$ cat config.mk
export PLATFORM = sky130hd
export DESIGN_NAME = hdx_addr_unit
export DESIGN_NICKNAME = d
export VERILOG_FILES = /design/src/rtl/hdx_pkg.sv /design/src/rtl/hdx_ea_gen.sv /design/src/rtl/hdx_ld_ext.sv /design/src/rtl/hdx_addr_unit.sv
export SDC_FILE = /design/constraint.sdc
export NUM_CORES = 1
export LEC_CHECK = 0
export BUFFER_PORTS_ARGS = -buffer_cell sky130_fd_sc_hd__buf_4
export CAP_MARGIN = 25
export CORE_MARGIN = 2
export CORE_UTILIZATION = 55
export CTS_CLUSTER_DIAMETER = 50
export CTS_CLUSTER_SIZE = 30
export DETAILED_ROUTE_END_ITERATION = 6
export HOLD_SLACK_MARGIN = 0.08
export PLACE_DENSITY = 0.84
export SLEW_MARGIN = 25
export SYNTH_ARGS = -nofsm -noshare
export SYNTH_HDL_FRONTEND = slang
export SYNTH_SLANG_ARGS = --single-unit
$ cat constraint.sdc
create_clock -name clk -period 10.5 [get_ports clk]
set_input_delay 0.525 -clock clk [delete_from_list [all_inputs] [get_ports clk]]
set_output_delay 0.525 -clock clk [all_outputs]
set_load 0.02 [all_outputs]
$ cat src/rtl/hdx_pkg.sv
package hdx_pkg;

  typedef enum logic [2:0] {
    K_LDH_U = 3'd0,
    K_STH   = 3'd1,
    K_LDSH  = 3'd2,
    K_LDSB  = 3'd3,
    K_LDD   = 3'd4,
    K_STD   = 3'd5
  } xfer_e;

  typedef enum logic [1:0] {
    S_IDLE  = 2'd0,
    S_BEAT0 = 2'd1,
    S_BEAT1 = 2'd2
  } seq_e;

  localparam logic [1:0] SZ_BYTE = 2'd0;
  localparam logic [1:0] SZ_HALF = 2'd1;
  localparam logic [1:0] SZ_WORD = 2'd2;

  function automatic xfer_e decode_xfer(input logic sgn, input logic ld, input logic half);
    xfer_e k;
    if (!sgn)      k = ld ? K_LDH_U : K_STH;
    else if (ld)   k = half ? K_LDSH : K_LDSB;
    else           k = half ? K_STD : K_LDD;
    return k;
  endfunction

  function automatic logic is_pair(input xfer_e k);
    return (k == K_LDD) || (k == K_STD);
  endfunction

  function automatic logic is_load(input xfer_e k);
    return (k == K_LDH_U) || (k == K_LDSH) || (k == K_LDSB) || (k == K_LDD);
  endfunction

endpackage

$ cat src/rtl/hdx_ea_gen.sv
module hdx_ea_gen #(
  parameter int DW    = 32,
  parameter int NIB_W = 4
) (
  input  logic [DW-1:0]    base,
  input  logic [DW-1:0]    reg_off,
  input  logic [NIB_W-1:0] imm_hi,
  input  logic [NIB_W-1:0] imm_lo,
  input  logic             imm_sel,
  input  logic             pre,
  input  logic             up,
  input  logic             wbit,
  output logic [DW-1:0]    ea,
  output logic [DW-1:0]    new_base,
  output logic             do_wb
);
  localparam int IMM_W = 2 * NIB_W;

  logic [IMM_W-1:0] imm_val;
  logic [DW-1:0]    offset;
  logic [DW-1:0]    moved;

  always_comb begin
    imm_val  = {imm_hi, imm_lo};
    offset   = imm_sel ? DW'(imm_val) : reg_off;
    moved    = up ? (base + offset) : (base - offset);
    ea       = pre ? moved : base;
    new_base = moved;
    do_wb    = !pre || wbit;
  end
endmodule

$ cat src/rtl/hdx_ld_ext.sv
module hdx_ld_ext #(
  parameter int DW = 32
) (
  input  logic [DW-1:0]  raw,
  input  hdx_pkg::xfer_e kind,
  output logic [DW-1:0]  value
);
  import hdx_pkg::*;

  always_comb begin
    case (kind)
      K_LDH_U: value = {{(DW-16){1'b0}}, raw[15:0]};
      K_LDSH:  value = {{(DW-16){raw[15]}}, raw[15:0]};
      K_LDSB:  value = {{(DW-8){raw[7]}}, raw[7:0]};
      default: value = raw;
    endcase
  end
endmodule

$ cat src/rtl/hdx_addr_unit.sv
module hdx_addr_unit #(
  parameter int DW          = 32,
  parameter int NIB_W       = 4,
  parameter int RIDX_W      = 4,
  parameter int FAULT_LIMIT = 256
) (
  input  logic              clk,
  input  logic              rst,
  input  logic              req_valid,
  input  logic              req_sgn,
  input  logic              req_load,
  input  logic              req_half,
  input  logic              req_pre,
  input  logic              req_up,
  input  logic              req_wbit,
  input  logic              req_imm,
  input  logic [NIB_W-1:0]  imm_hi,
  input  logic [NIB_W-1:0]  imm_lo,
  input  logic [DW-1:0]     reg_off,
  input  logic [DW-1:0]     base_val,
  input  logic [RIDX_W-1:0] base_idx,
  input  logic [RIDX_W-1:0] dst_idx,
  input  logic [DW-1:0]     store_lo,
  input  logic [DW-1:0]     store_hi,
  output logic              busy,
  output logic              mem_req,
  output logic              mem_we,
  output logic [1:0]        mem_size,
  output logic [DW-1:0]     mem_addr,
  output logic [DW-1:0]     mem_wdata,
  input  logic              mem_ready,
  input  logic [DW-1:0]     mem_rdata,
  output logic              rd_we,
  output logic [RIDX_W-1:0] rd_idx,
  output logic [DW-1:0]     rd_data,
  output logic              wb_en,
  output logic [RIDX_W-1:0] wb_idx,
  output logic [DW-1:0]     wb_val,
  output logic              done,
  output logic              fault,
  output logic              undef,
  output logic              unpred
);
  import hdx_pkg::*;

  localparam logic [DW-1:0] LIMIT   = DW'(FAULT_LIMIT);
  localparam logic [DW-1:0] WORD_SZ = DW'(4);

  // request-side decode
  logic [DW-1:0] ea, new_base;
  logic          do_wb;
  xfer_e         kind_in;
  logic          pair_in;
  logic [RIDX_W-1:0] odd_in;
  logic          overlap_in;

  hdx_ea_gen #(.DW(DW), .NIB_W(NIB_W)) u_ea (
    .base(base_val), .reg_off(reg_off), .imm_hi(imm_hi), .imm_lo(imm_lo),
    .imm_sel(req_imm), .pre(req_pre), .up(req_up), .wbit(req_wbit),
    .ea(ea), .new_base(new_base), .do_wb(do_wb)
  );

  always_comb begin
    kind_in    = decode_xfer(req_sgn, req_load, req_half);
    pair_in    = is_pair(kind_in);
    odd_in     = {dst_idx[RIDX_W-1:1], 1'b1};
    overlap_in = do_wb && ((base_idx == dst_idx) || (pair_in && (base_idx == odd_in)));
  end

  // held transfer state
  seq_e              state;
  xfer_e             op_q;
  logic [DW-1:0]     addr_q;
  logic [DW-1:0]     lo_q, hi_q;
  logic [RIDX_W-1:0] dst_q;
  logic              wb_q, unp_q;
  logic [DW-1:0]     ext_val;

  hdx_ld_ext #(.DW(DW)) u_ext (.raw(mem_rdata), .kind(op_q), .value(ext_val));

  // beat outputs come straight from registered state
  always_comb begin
    busy     = (state != S_IDLE);
    mem_req  = busy;
    mem_addr = addr_q;
    mem_we   = (op_q == K_STH) || (op_q == K_STD);
    case (op_q)
      K_LDSB:                  mem_size = SZ_BYTE;
      K_LDH_U, K_STH, K_LDSH:  mem_size = SZ_HALF;
      default:                 mem_size = SZ_WORD;
    endcase
    if (state == S_BEAT1)      mem_wdata = hi_q;
    else if (op_q == K_STH)    mem_wdata = {{(DW-16){1'b0}}, lo_q[15:0]};
    else                       mem_wdata = lo_q;
  end

  always_ff @(posedge clk) begin
    if (rst) begin
      state  <= S_IDLE;
      op_q   <= K_LDH_U;
      addr_q <= '0;
      lo_q   <= '0;
      hi_q   <= '0;
      dst_q  <= '0;
      wb_q   <= 1'b0;
      unp_q  <= 1'b0;
      rd_we  <= 1'b0;
      rd_idx <= '0;
      rd_data<= '0;
      wb_en  <= 1'b0;
      wb_idx <= '0;
      wb_val <= '0;
      done   <= 1'b0;
      fault  <= 1'b0;
      undef  <= 1'b0;
      unpred <= 1'b0;
    end else begin
      rd_we  <= 1'b0;
      wb_en  <= 1'b0;
      done   <= 1'b0;
      fault  <= 1'b0;
      undef  <= 1'b0;
      unpred <= 1'b0;
      case (state)
        S_IDLE: begin
          if (req_valid) begin
            op_q   <= kind_in;
            addr_q <= ea;
            lo_q   <= store_lo;
            hi_q   <= store_hi;
            dst_q  <= dst_idx;
            wb_q   <= do_wb;
            unp_q  <= overlap_in;
            wb_idx <= base_idx;
            wb_val <= new_base;
            if (pair_in && dst_idx[0]) begin
              done  <= 1'b1;
              undef <= 1'b1;
            end else if (ea < LIMIT) begin
              done  <= 1'b1;
              fault <= 1'b1;
            end else begin
              state <= S_BEAT0;
            end
          end
        end
        S_BEAT0: begin
          if (mem_ready) begin
            if (is_load(op_q)) begin
              rd_we   <= 1'b1;
              rd_idx  <= dst_q;
              rd_data <= ext_val;
            end
            if (is_pair(op_q)) begin
              state  <= S_BEAT1;
              addr_q <= addr_q + WORD_SZ;
            end else begin
              state  <= S_IDLE;
              done   <= 1'b1;
              wb_en  <= wb_q;
              unpred <= unp_q;
            end
          end
        end
        S_BEAT1: begin
          if (mem_ready) begin
            if (is_load(op_q)) begin
              rd_we   <= 1'b1;
              rd_idx  <= {dst_q[RIDX_W-1:1], 1'b1};
              rd_data <= ext_val;
            end
            state  <= S_IDLE;
            done   <= 1'b1;
            wb_en  <= wb_q;
            unpred <= unp_q;
          end
        end
        default: state <= S_IDLE;
      endcase
    end
  end
endmodule

==> metrics.md, run 1 <==
| Metric | Value |
|---|---|
| Status | `finished, final reports clean` |
| VDD IR max | `120 uV` |
| Syn Nets | `1826` |
| Final setup fails | `0` |
| DRC errors left | `0` |
| CP max FO | `38` |
| Die Width | `150 um` |
| Least-Margin Pin Slew | `1.05 ns` |
| DRT iter0 DRCs | `1165` |
| CTS buffer count | `17` |
| Drt first pass iters | `5` |
| Post-synth top area cell | `dfxtp_1` |
| Cts repair resizes | `0` |
| Max-slew violation count | `0` |
| Diodes inserted | `0` |
| Die ar. | `22400 um2` |
| CTS root buf | `clkbuf_16` |
| Vias per cell | `6.03` |
| Post-synth EDFFs | `0` |
| Worst-case clock buffer depth | `2` |
| Total global-route track usage | `0.345` |
| Worst Path Required | `10.86 ns` |
| Yosys reg bits | `185` |
| Setup crit start kind | `primary input` |
| Hold buffers post-CTS | `0` |
| Starting Density | `0.558` |
| Sequential share of the synthesized area | `0.318` |
| Hold WC Path Type | `in -> reg` |
| Top cell type's share of synthesized area | `0.318` |
| Clock sinks | `185` |
| Post-synthesis cell count | `1596` |
| Crit Path Class | `in -> reg` |
| Global-route wire length before repair | `61.6 mm` |
| Worst-path clk slew | `0.08 ns` |
| Top_reg_cell synth | `dfxtp_1` |
| CP arrival | `6.14 ns` |
| Final wirelength | `40.4 mm` |
| Final period util | `0.550` |
| Fmax | `173 MHz` |
| R2R setup slack | `7.22 ns` |
| Vias in the first global route | `11636` |
| IO buf count | `333` |
| Min Tclk post-route | `5.78 ns` |
| Clk_skew | `0.0191 ns` |
| FF+latch area | `3700 um2` |
| Tot Pwr | `2.27 mW` |
| Synth warn | `0` |
| Total grt overflow | `0` |
| Layout cell share with drive strength beyond 1 | `0.229` |
| Power Density | `154 nW/um2` |
| Max-Cap Viols | `0` |
| Clock insertion delay at the later pin of the skew report | `0.44 ns` |
| Post-detail-place hpwl | `30.2 mm` |
| Post-Syn Area | `11600 um2` |
| Row count | `53` |
| RSZ-0062 raised after global routing | `no` |
| CTS H-Tree Depth | `4` |
| Die H | `150 um` |
| Crit end category | `register` |
| Largest cells by area after synthesis | `dfxtp_1 32%, nand2_1 11%, a21oi_1 8.9%` |
| Setup TNS | `0 ns` |
| I/O pin total | `334` |
| Syn_area_per_cell | `7.30 um2` |
| DR WL/cell | `18.9 um` |
| Fraction of registers with async set/reset | `0` |
| Area delta synth->final | `27.0%` |
| Initial antenna violation count | `0` |
| Largest net degree at the start of global routing | `116` |
| P_leak | `6.28 nW` |
| Area of the multi-input gates | `7460 um2` |
| # fillers | `1736` |
| Via count | `12877` |
| Gpl congestion | `1.01` |
| ANT nets after route | `0` |
| Nets@finish | `2079` |
| Post-CTS setup buffers | `0` |
| Core ar. | `20900 um2` |
| Netlist cell types | `81` |
| Final Hold Vio Count | `0` |
| Max-Slew Margin vs Limit | `0.293` |
| CTS tree | `yes` |
[cell type report]
| type | count | share of cell area |
|---|---|---|
| inverter | 21 | 0.00533 |
| clock inverter | 15 | 0.0129 |
| clock buffer | 17 | 0.0288 |
| tap | 275 | 0.0233 |
| sequential | 185 | 0.250 |
| timing repair buffer | 342 | 0.175 |
| multi-input combinational | 1282 | 0.504 |
[logic make-up (layout without fill, tap and decap cells)]
kind of cell               count (synthesis)  count (layout)  synth area share
xor gates and xnor gates                  44              44            0.0337
adders and majority gates                 43              43            0.0468
DFF                                      185             185             0.318
AOI/OAI and AO/OA                        470             470             0.251
buffers and inverters                    129             395            0.0454
and+or+nand+nor                          672             672             0.258
muxes                                     53              53            0.0475
[cell usage after synthesis, types with 7 or more instances]
cell      number
a211oi_1      20
a21o_1        15
a21oi_1      207
a22o_1        16
a22oi_1       20
a32oi_1        7
and2_1        12
and3_1         7
buf_1          8
buf_2         12
clkbuf_1      82
dfxtp_1      185
ha_1          42
inv_1         20
mux2_2        18
mux2i_1       35
nand2_1      330
nand2b_1      19
nand3_1       24
nand4_1       11
nor2_1       158
nor2b_1       14
nor3_1        41
nor4_1         8
o211ai_1       8
o21a_1         9
o21ai_0       75
o21ai_1       10
o22ai_1       10
o31ai_1       10
or3_1         12
or4_1          7
xnor2_1       28
xor2_1        15
[sequential cells by signal, indices dropped and copies added (netlist names), 2 cells and up]
| signal | flops |
|---|---|
| rd_idx | 4 |
| lo_q | 32 |
| wb_idx | 4 |
| wb_val | 32 |
| mem_addr | 32 |
| op_q | 3 |
| rd_data | 32 |
| dst_q | 4 |
| hi_q | 32 |
| state | 2 |
[placed cells by master, fill, tap and decap left out, types with 11 or more instances in the layout]
master and n:
buf_4 340, nand2_1 329, a21oi_1 207, dfxtp_1 185
nor2_1 158, o21ai_0 75, nor3_1 41, ha_1 41
mux2i_1 35, xnor2_1 28, nand3_1 24, inv_1 20
a22oi_1 20, nand2b_1 19, a211oi_1 19, mux2_2 18
clkbuf_16 17, a22o_1 16, a21o_1 15, xor2_1 15
nor2b_1 14, or3_1 12, and2_1 11, nand4_1 11
[per-stage QoR]
stage,hold WS [ns],util,worst slack [ns],cell area [um2],std cells
floorplan,0.427,-,5.03,11600,1596
global placement,0.433,0.677,4.55,14100,2104
detailed placement,0.440,0.679,4.41,14200,2105
CTS,0.307,0.708,4.86,14800,2137
global route,0.323,0.708,4.17,14800,2137
finish,0.323,0.708,4.72,14800,2137
[metal layers]
| layer | routed length, um | GRT usage | vias to the layer above | part of all wire |
|---|---|---|---|---|
| met4 | 1110 | 0.114 | 0 | 0.027 |
| met2 | 18700 | 0.553 | 647 | 0.46 |
| met1 | 16800 | 0.457 | 6005 | 0.42 |
| li1 | - | - | 6140 | - |
| met3 | 3830 | 0.0817 | 85 | 0.095 |
| met5 | 0 | 0 | - | 0 |
[path summary, 6_finish.rpt]
check,startpoint,to,depth (start not counted)
setup / recovery,req_imm,state[0]$_SDFFE_PP0P_,21
hold / removal,store_lo[22],lo_q[22]$_SDFFE_PP0P_,3
setup reg to reg,mem_addr[2]$_SDFFE_PP0P_,mem_addr[30]$_SDFFE_PP0P_,12
hold reg to reg,unp_q$_SDFFE_PP0P_,unp_q$_SDFFE_PP0P_,2
[worst max-delay path: stages]
cell	delay (ns)
buf_4	0.34
clkinv_1	0.65
nor3_1	0.34
o21ai_0	0.13
nand2b_1	0.19
nor2_1	0.20
o21a_1	0.24
a21bo_2	0.24
nand2b_1	0.12
xnor2_1	0.11
ha_1	0.40
nand2_1	0.14
o21ai_0	0.44
a21o_1	0.15
inv_1	0.05
o311ai_0	0.85
a2111oi_0	0.14
o2111ai_1	0.18
nor3_2	0.11
or3_1	0.39
a211oi_2	0.20
[power by group]
| group | internal (mW) | leakage [nW] | switching [mW] |
|---|---|---|---|
| clock network | 0.327 | 0.298 | 0.342 |
| registers | 0.764 | 1.52 | 0.0498 |
| logic | 0.308 | 4.47 | 0.482 |
No activity file was read; power rests on OpenSTA's default activity.
==> run 2: changes to the inputs <==
--- a/config.mk
+++ b/config.mk
@@ -8,12 +8,12 @@
 export BUFFER_PORTS_ARGS = -buffer_cell sky130_fd_sc_hd__buf_4
 export CAP_MARGIN = 25
 export CORE_MARGIN = 2
-export CORE_UTILIZATION = 55
+export CORE_UTILIZATION = 53
 export CTS_CLUSTER_DIAMETER = 50
 export CTS_CLUSTER_SIZE = 30
 export DETAILED_ROUTE_END_ITERATION = 6
 export HOLD_SLACK_MARGIN = 0.08
-export PLACE_DENSITY = 0.84
+export PLACE_DENSITY = 0.81
 export SLEW_MARGIN = 25
 export SYNTH_ARGS = -nofsm -noshare
 export SYNTH_HDL_FRONTEND = slang
==> constraint.sdc (replaced) <==
create_clock -name clk -period 5.9 [get_ports clk]
set_input_delay 0.295 -clock clk [delete_from_list [all_inputs] [get_ports clk]]
set_output_delay 0.295 -clock clk [all_outputs]
set_load 0.02 [all_outputs]
==> run 2 against run 1 <==
First-iteration DRC count is 16% lower. Via count is 0.48% lower. Worst setup slack worse by 4.0 ns. Cell area is 0.47% higher. Largest power group unchanged. Hold slack worse by 0.24 ns. Clock power is 81% higher. Critical endpoint unchanged.
==> metrics.md, run 2 (synthesis results as in run 1) <==
| Metric | Value |
|---|---|
| Status | `finished, final reports clean` |
| Die H | `152 um` |
| Worst-path clk slew | `0.09 ns` |
| Hold_sp | `store_lo[21]` |
| Hold depth | `3` |
| Crit Path Class | `in -> reg` |
| Worst Path Required | `6.28 ns` |
| Clk_skew | `0.0169 ns` |
| CTS root buf | `clkbuf_16` |
| I/O pin total | `334` |
| Min Tclk post-route | `5.19 ns` |
| Final period util | `0.880` |
| Vias in the first global route | `11725` |
| IO buf count | `333` |
| Die ar. | `23200 um2` |
| Vias per cell | `5.96` |
| Fmax | `193 MHz` |
| Layout cell share with drive strength beyond 1 | `0.230` |
| Hold WC Path Type | `in -> reg` |
| Area delta synth->final | `27.6%` |
| Clock sinks | `185` |
| Total grt overflow | `0` |
| Setup TNS | `0 ns` |
| Diodes inserted | `0` |
| Max-Cap Viols | `0` |
| Global-route wire length before repair | `62.6 mm` |
| Post-CTS setup buffers | `0` |
| Setup crit start kind | `primary input` |
| CP max FO | `38` |
| Nets@finish | `2088` |
| CP arrival | `5.57 ns` |
| Post-detail-place hpwl | `30.1 mm` |
| P_leak | `6.31 nW` |
| Gpl congestion | `0.965` |
| Least-Margin Pin Slew | `0.953 ns` |
| Reg-to-reg startpoint | `mem_addr[2]$_SDFFE_PP0P_` |
| Crit end category | `register` |
| Final setup fails | `0` |
| DRT iter0 DRCs | `974` |
| Most common cell after layout, fill and taps aside | `buf_4` |
| Most frequent cells in the layout | `345 x buf_4, 329 x nand2_1, 207 x a21oi_1` |
| Starting Density | `0.537` |
| DRC errors left | `0` |
| CTS tree | `yes` |
| Row count | `54` |
| Max-slew violation count | `0` |
| Initial antenna violation count | `1` |
| Largest net degree at the start of global routing | `97` |
| Worst R2R Path Depth | `12` |
| Max-Slew Margin vs Limit | `0.360` |
| DR WL/cell | `18.7 um` |
| Final wirelength | `40.2 mm` |
| Drt first pass iters | `7` |
| Critical path launch point | `req_imm` |
| Worst-case clock buffer depth | `2` |
| CTS buffer count | `17` |
| Via count | `12815` |
| VDD IR max | `209 uV` |
| CTS H-Tree Depth | `4` |
| WHS | `0.0868 ns` |
| Final Hold Vio Count | `0` |
| Total global-route track usage | `0.330` |
| ANT nets after route | `0` |
| Die Width | `152 um` |
| Core ar. | `21700 um2` |
| RSZ-0062 raised after global routing | `no` |
| Clock insertion delay at the later pin of the skew report | `0.45 ns` |
| Power Density | `273 nW/um2` |
-- run 2: cell count changes in the layout (fill, tap and decap cells not counted), sizes merged --
cell	before	now
clkinvlp	0	1
inv	28	27
buf	342	346
dlygate4sd3	0	5
-- run 2: critical path, cell delays in order --
cell       delay, ns
buf_4           0.34
or4b_1          0.52
a2bb2oi_2       0.21
and2_1          0.29
a21o_1          0.43
o21ai_0         0.16
a32oi_1         0.29
ha_1            0.29
nand2_1         0.18
nor4_1          0.42
nand3_1         0.19
and2_1          0.25
and3_1          0.17
a311oi_1        0.40
a2111oi_0       0.14
o2111ai_1       0.26
nor3_2          0.11
or3_1           0.39
a211oi_2        0.21
-- run 2: layout make-up --
class                      instances  area, um2
clock buffer                      17        425
clock inverter                    15        193
fill                            1795       6830
inverter                          21       78.8
multi-input combinational       1282       7460
sequential                       185       3700
tap                              280        350
timing repair buffer             351       2650
-- run 2: stage by stage --
stage / utilization / setup WS [ns] / instance area [um2] / power, mW / cells
after floorplan: - / 0.657 / 11600 / 2.33 / 1596
after global placement: 0.654 / 0.522 / 14200 / 2.84 / 2114
after detailed placement: 0.654 / 0.343 / 14200 / 2.85 / 2114
after CTS: 0.685 / 0.807 / 14900 / 4.06 / 2151
after global routing: 0.685 / 0.304 / 14900 / 4.24 / 2151
final: 0.685 / 0.710 / 14900 / 4.06 / 2151
-- run 2: power by group --
part | switching (mW) | internal (mW) | leakage [nW]
clock network | 0.624 | 0.582 | 0.294
logic | 0.858 | 0.552 | 4.50
registers | 0.0868 | 1.36 | 1.52
total | 1.57 | 2.49 | 6.31
-- run 2: routing by layer --
metal / vias up / GRT usage / wire length, um
met1: 5990 / 0.462 / 17700
met3: 86 / 0.0580 / 3160
met4: 2 / 0.115 / 1290
li1: 6157 / - / -
met2: 580 / 0.516 / 18000
met5: - / 0 / 13
-- run 2: final timing paths --
check / end / slack, ns
worst min register to register: hi_q[0]$_SDFFE_PP0P_ / 0.46
worst max-delay path: state[0]$_SDFFE_PP0P_ / 0.71
worst min-delay path: lo_q[21]$_SDFFE_PP0P_ / 0.09
worst max register to register: mem_addr[30]$_SDFFE_PP0P_ / 2.54
-- run 2: what timing repair did --
item,in CTS,in global routing
hold endpoints to repair,5,0
gates resized for setup,0,0
hold buffers,5,0
